### config.mk
export PLATFORM = sky130hd
export DESIGN_NAME = scfg_top
export DESIGN_NICKNAME = d
export VERILOG_FILES = /design/src/rtl/scfg_pkg.sv /design/src/rtl/scfg_sync.sv /design/src/rtl/scfg_frame.sv /design/src/rtl/scfg_regs.sv /design/src/rtl/scfg_top.sv
export SDC_FILE = /design/constraint.sdc
export NUM_CORES = 1
export LEC_CHECK = 0
export CAP_MARGIN = 20
export CORE_MARGIN = 3
export CORE_UTILIZATION = 65
export DETAILED_ROUTE_END_ITERATION = 10
export DONT_BUFFER_PORTS = 1
export PLACE_DENSITY = 0.81
export SETUP_SLACK_MARGIN = 0.1
export SLEW_MARGIN = 20
export SYNTH_ARGS = -nofsm -noshare
export SYNTH_HDL_FRONTEND = slang
export SYNTH_HIERARCHICAL = 1
export SYNTH_SLANG_ARGS = --single-unit
### constraint.sdc
create_clock -name clk -period 4.1 [get_ports clk]
set_input_delay 0.41 -clock clk [delete_from_list [all_inputs] [get_ports clk]]
set_output_delay 0.41 -clock clk [all_outputs]
set_load 0.01 [all_outputs]
### src/rtl/scfg_pkg.sv
package scfg_pkg;
  typedef enum logic [1:0] {
    SEL_CLAMP = 2'b00,
    SEL_BW    = 2'b01,
    SEL_GAIN  = 2'b10,
    SEL_EDGE  = 2'b11
  } sel_e;

  localparam int SEL_W  = 2;
  localparam int EDGE_W = 3;

  // edge control word: bit2 converter clock rising, bit1 clamp active high,
  // bit0 sample pulses low-level
  typedef struct packed {
    logic adck_rise;
    logic clp_high;
    logic smp_low;
  } edge_t;

  localparam edge_t EDGE_RST = '{adck_rise: 1'b1, clp_high: 1'b1, smp_low: 1'b0};
endpackage

### src/rtl/scfg_sync.sv
module scfg_sync #(
  parameter int             WIDTH   = 3,
  parameter int             STAGES  = 2,
  parameter logic [WIDTH-1:0] RST_VAL = '0
) (
  input  logic             clk,
  input  logic             rst_n,
  input  logic [WIDTH-1:0] d_async,
  output logic [WIDTH-1:0] q_sync
);
  logic [WIDTH-1:0] chain [STAGES];

  generate
    for (genvar s = 0; s < STAGES; s++) begin : g_stage
      always_ff @(posedge clk or negedge rst_n) begin
        if (!rst_n) chain[s] <= RST_VAL;
        else if (s == 0) chain[s] <= d_async;
        else chain[s] <= chain[(s == 0) ? 0 : s-1];
      end
    end
  endgenerate

  assign q_sync = chain[STAGES-1];
endmodule

### src/rtl/scfg_frame.sv
module scfg_frame #(
  parameter int DATA_W = 10,
  parameter int SEL_W  = 2
) (
  input  logic              clk,
  input  logic              rst_n,
  input  logic              s_sclk,
  input  logic              s_sdat,
  input  logic              s_en_n,
  output logic              wr_vld,
  output logic [SEL_W-1:0]  wr_sel,
  output logic [DATA_W-1:0] wr_data
);
  localparam int FRAME_W = SEL_W + DATA_W;
  localparam int CNT_W   = $clog2(FRAME_W + 2);
  localparam logic [CNT_W-1:0] CNT_FULL = CNT_W'(FRAME_W);
  localparam logic [CNT_W-1:0] CNT_OVER = CNT_W'(FRAME_W + 1);

  logic               sclk_q, en_q;
  logic [FRAME_W-1:0] shreg;
  logic [CNT_W-1:0]   cnt;
  logic               sclk_rise, en_fall, en_rise;

  assign sclk_rise = s_sclk & ~sclk_q;
  assign en_fall   = ~s_en_n & en_q;
  assign en_rise   = s_en_n & ~en_q;

  always_ff @(posedge clk or negedge rst_n) begin
    if (!rst_n) begin
      sclk_q <= 1'b0;
      en_q   <= 1'b1;
    end else begin
      sclk_q <= s_sclk;
      en_q   <= s_en_n;
    end
  end

  always_ff @(posedge clk or negedge rst_n) begin
    if (!rst_n) begin
      shreg <= '0;
      cnt   <= '0;
    end else if (en_fall) begin
      cnt <= '0;
    end else if (sclk_rise && !s_en_n) begin
      shreg <= {shreg[FRAME_W-2:0], s_sdat};
      if (cnt != CNT_OVER) cnt <= cnt + 1'b1;
    end
  end

  always_ff @(posedge clk or negedge rst_n) begin
    if (!rst_n) wr_vld <= 1'b0;
    else        wr_vld <= en_rise && (cnt == CNT_FULL);
  end

  assign wr_sel  = shreg[FRAME_W-1 -: SEL_W];
  assign wr_data = shreg[DATA_W-1:0];
endmodule

### src/rtl/scfg_regs.sv
module scfg_regs
  import scfg_pkg::*;
#(
  parameter int DATA_W = 10,
  parameter int BW_W   = 4
) (
  input  logic              clk,
  input  logic              rst_n,
  input  logic              wr_vld,
  input  logic [SEL_W-1:0]  wr_sel,
  input  logic [DATA_W-1:0] wr_data,
  output logic [DATA_W-1:0] clamp_q,
  output logic [BW_W-1:0]   bw_q,
  output logic [DATA_W-1:0] gain_q,
  output edge_t             edge_q,
  output logic              stale_q
);
  logic hit_clamp, hit_bw, hit_gain, hit_edge;

  assign hit_clamp = wr_vld && (sel_e'(wr_sel) == SEL_CLAMP);
  assign hit_bw    = wr_vld && (sel_e'(wr_sel) == SEL_BW);
  assign hit_gain  = wr_vld && (sel_e'(wr_sel) == SEL_GAIN);
  assign hit_edge  = wr_vld && (sel_e'(wr_sel) == SEL_EDGE);

  always_ff @(posedge clk or negedge rst_n) begin
    if (!rst_n) begin
      clamp_q <= '0;
      bw_q    <= '0;
      gain_q  <= '0;
      edge_q  <= EDGE_RST;
      stale_q <= 1'b0;
    end else begin
      if (hit_clamp) begin
        clamp_q <= wr_data;
        stale_q <= 1'b1;
      end
      if (hit_bw)   bw_q <= wr_data[BW_W-1:0];
      if (hit_gain) begin
        gain_q  <= wr_data;
        stale_q <= 1'b0;
      end
      if (hit_edge) edge_q <= edge_t'(wr_data[EDGE_W-1:0]);
    end
  end
endmodule

### src/rtl/scfg_top.sv
module scfg_top
  import scfg_pkg::*;
#(
  parameter int DATA_W      = 10,
  parameter int BW_W        = 4,
  parameter int SYNC_STAGES = 2
) (
  input  logic              clk,
  input  logic              rst_n,
  input  logic              ser_clk,
  input  logic              ser_dat,
  input  logic              ser_en_n,
  output logic [DATA_W-1:0] clamp_code,
  output logic [BW_W-1:0]   bw_code,
  output logic [DATA_W-1:0] gain_code,
  output logic              smp_low,
  output logic              clp_high,
  output logic              adck_rise,
  output logic              gain_stale
);
  logic [2:0]        pins_s;
  logic              wr_vld;
  logic [SEL_W-1:0]  wr_sel;
  logic [DATA_W-1:0] wr_data;
  edge_t             edge_q;

  // bit2 enable (idles high), bit1 data, bit0 clock
  scfg_sync #(.WIDTH(3), .STAGES(SYNC_STAGES), .RST_VAL(3'b100)) i_sync (
    .clk(clk), .rst_n(rst_n),
    .d_async({ser_en_n, ser_dat, ser_clk}),
    .q_sync(pins_s)
  );

  scfg_frame #(.DATA_W(DATA_W), .SEL_W(SEL_W)) i_frame (
    .clk(clk), .rst_n(rst_n),
    .s_sclk(pins_s[0]), .s_sdat(pins_s[1]), .s_en_n(pins_s[2]),
    .wr_vld(wr_vld), .wr_sel(wr_sel), .wr_data(wr_data)
  );

  scfg_regs #(.DATA_W(DATA_W), .BW_W(BW_W)) i_regs (
    .clk(clk), .rst_n(rst_n),
    .wr_vld(wr_vld), .wr_sel(wr_sel), .wr_data(wr_data),
    .clamp_q(clamp_code), .bw_q(bw_code), .gain_q(gain_code),
    .edge_q(edge_q), .stale_q(gain_stale)
  );

  assign smp_low   = edge_q.smp_low;
  assign clp_high  = edge_q.clp_high;
  assign adck_rise = edge_q.adck_rise;
endmodule

==> flow_summary.ini <==
[final_layout]
finalInstanceArea_um2 = 2270
drive_above_1_share_pct = 40.7
antenna_cells = 0
nets = 142
final_cells = 179
area_growth_syn_to_layout_pct = 4.73
final_util_pct = 72.6

[drt]
dr_total_vias = 1045
drt_wl_total_um = 3200
routedWlPerCell_um = 17.9
drc = 0
via_per_inst = 5.84
drtIter0Drc = 23
dr.pass1.iters = 4
antenna_left = 0

[placed_design]
portBuffers = 0
routabilityCongestion = 0.691
hpwl_um = 2190
placed_cells = 168
place_area_um2 = 2150

[pwr]
ir_drop_mv = 0.257
power_leakage_uw = 0.00112
power_density_nw_per_um2 = 401

[sta]
maxSlewViolCount = 0
rsz0062_at_grt = false
relSlewSlack_pct = 53.5
min_period_ns = 1.75
final_hold_viol_count = 0
fin_skew_ns = 0.0160
min_period_over_period_pct = 42.7
setup_viol = 0
fmax_mhz = 572
tightest_slew_ns = 0.696
final.setup.tns_ns = 0

[clocking]
clk_latency_ns = 0.37
hold_buffers = 2
cts_resized = 0
clock-sinks = 53
htree_levels = 2
numCtsBuffers = 5
clk_pin_slew_ns = 0.14
cts_tree = yes
clock_path_buffers = 2
root_buffer = clkbuf_4
postCtsSetupRepairBufs = 0

[grt]
grt_max_degree = 54
grt_pass1_vias = 1133
grt_overflow = 0
grt_pass1_wl_um = 5530
grtUsageTotal_pct = 18.0
grt_antenna_before_repair = 0

[floorplanning]
core-area_um2 = 3130
row_count = 20
die_h_um = 63.8
dieArea_um2 = 4060
io_pins = 33
die_width_um = 63.8
start_util_pct = 69.3

[worst_setup_path]
r2r_end = i_frame/shreg[1]$_DFFE_PN0P_
rr_startpoint = i_sync/q_sync[2]$_DFF_PN1_
arrival_ns = 2.01
worstSetupStartpoint = i_sync/q_sync[2]$_DFF_PN1_
worstSetupPathType = register to register
required_ns = 4.36
cp-end-kind = register
r2r_setup_slack_ns = 2.35
rr_worst_depth = 3
start_kind = register
cp_max_fo = 12

[hold_path]
hold_path.class = input port to register
hold_path.startpoint = ser_dat
hold-path-endpoint = i_sync/chain[4]$_DFF_PN0_
holdPathStages = 0

[synthesis]
synth-simple-area-share_pct = 6.17
synth_compound_area_share_pct = 2.89
muxShareOfSynthArea_pct = 23.7
ys_seq_area_share_pct = 61.5
synth_top_family_by_area = multiplexers
synth_area_um2 = 2170
synth_adder_area_share_pct = 1.73
synthXorXnorAreaFrac_pct = 0
synth_cell_types = 27
yosysWarningCount = 6
ys_ff_latch = 53
syn-num-nets = 139
synth.avg_cell_area_um2 = 16.6
synth_cells = 131

[status]
status = finished, final reports clean

[run]
cap_violations = 0
-- routing by layer --
| metal | track usage [%] | share of wire (%) |
|---|---|---|
| met5 | 0 | 0 |
| met4 | 10.2 | 2.7 |
| met3 | 5.27 | 5.9 |
| met2 | 29.1 | 49 |
| met1 | 21.6 | 42 |
-- cell families (layout without fill, tap and decap cells) --
logic type	count (synthesis)	after routing
adders and majority gates	3	3
AOI/OAI and AO/OA	9	9
muxes	39	39
DFF	53	53
buffers and inverters	10	14
and+or+nand+nor	17	17
-- sequential cells by signal (all words and copies together) (netlist names), 3 cells and up --
register,count
i_regs/bw_q,4
i_sync/chain,3
i_regs/clamp_q,10
i_sync/q_sync,3
i_frame/shreg,12
i_regs/edge_q,3
i_regs/gain_q,10
i_frame/cnt,4
-- critical path: stages (launching register included) --
cell     delay, ns
dfstp_2       0.41
or3b_1        0.54
nor2_8        0.32
mux2_2        0.38
-- synthesized netlist by cell type (all sizes together) --
master | instances | area, um^2
dfrtp | 48 | 1200
mux2 | 39 | 514
buf | 7 | 76.3
dfstp | 5 | 131
nand3 | 5 | 25.0
ha | 3 | 37.5
inv | 3 | 11.3
a21oi | 2 | 10.0
nand3b | 2 | 15.0
nor2 | 2 | 23.8
nor3b | 2 | 26.3
o21ai | 2 | 10.0
o311ai | 2 | 17.5
o41ai | 2 | 17.5
a21o | 1 | 7.51
and2b | 1 | 7.51
and3 | 1 | 6.26
nand2b | 1 | 6.26
nand4 | 1 | 6.26
or2b | 1 | 8.76
or3b | 1 | 8.76
-- layout make-up --
| type | instances | area, um^2 |
|---|---|---|
| clock buffers | 6 | 41.3 |
| clock inverters | 2 | 35.0 |
| fillers | 189 | 857 |
| inverters | 3 | 11.3 |
| multi-input cells | 68 | 748 |
| flip-flops and latches | 53 | 1330 |
| well taps | 44 | 55.1 |
| repair buffers | 3 | 47.5 |
-- placed cells by master (no fill, tap or decap) --
master,count
o311ai_1,1
o21ai_0,2
nor2_8,1
and3_1,1
nor3b_4,1
clkinv_2,1
mux2_2,19
a21oi_1,2
o41ai_1,2
dfstp_2,5
inv_1,3
a21o_1,1
clkbuf_1,1
nor3b_1,1
mux2_4,20
or3b_1,1
nand2b_1,1
nand3b_1,2
dlygate4sd3_1,2
clkbuf_4,5
ha_1,3
bufinv_16,1
nor2_1,1
o311ai_0,1
or2b_2,1
nand3_1,5
buf_16,1
and2b_1,1
nand4_1,1
dfrtp_1,48
-- stage by stage --
stage | power (uW) | worst slack, ns | hold slack [ns]
floorplan | 619 | 2.46 | 0.114
global placement | 629 | 2.39 | 0.115
detailed placement | 632 | 2.36 | 0.116
CTS | 922 | 2.34 | 0.0207
global route | 961 | 2.29 | 0.0257
finish | 911 | 2.35 | 0.0682
-- worst max-delay path by stage --
| stage | to | slack, ns | cells after the start |
|---|---|---|---|
| after global routing | i_frame/shreg[1]$_DFFE_PN0P_ | 2.29 | 3 |
| after global placement | i_frame/shreg[1]$_DFFE_PN0P_ | 2.39 | 3 |
| after floorplan | i_frame/shreg[0]$_DFFE_PN0P_ | 2.46 | 6 |
| after CTS | i_frame/shreg[1]$_DFFE_PN0P_ | 2.34 | 3 |
| final | i_frame/shreg[1]$_DFFE_PN0P_ | 2.35 | 3 |
| after detailed placement | i_frame/shreg[1]$_DFFE_PN0P_ | 2.36 | 3 |
-- report_power, final --
group          leakage, uW  switching, uW  internal, uW
logic             0.000378           22.5          31.2
registers         0.000704           32.5           549
clock network    0.0000422            148           128
No activity file was read; power rests on OpenSTA's default activity.
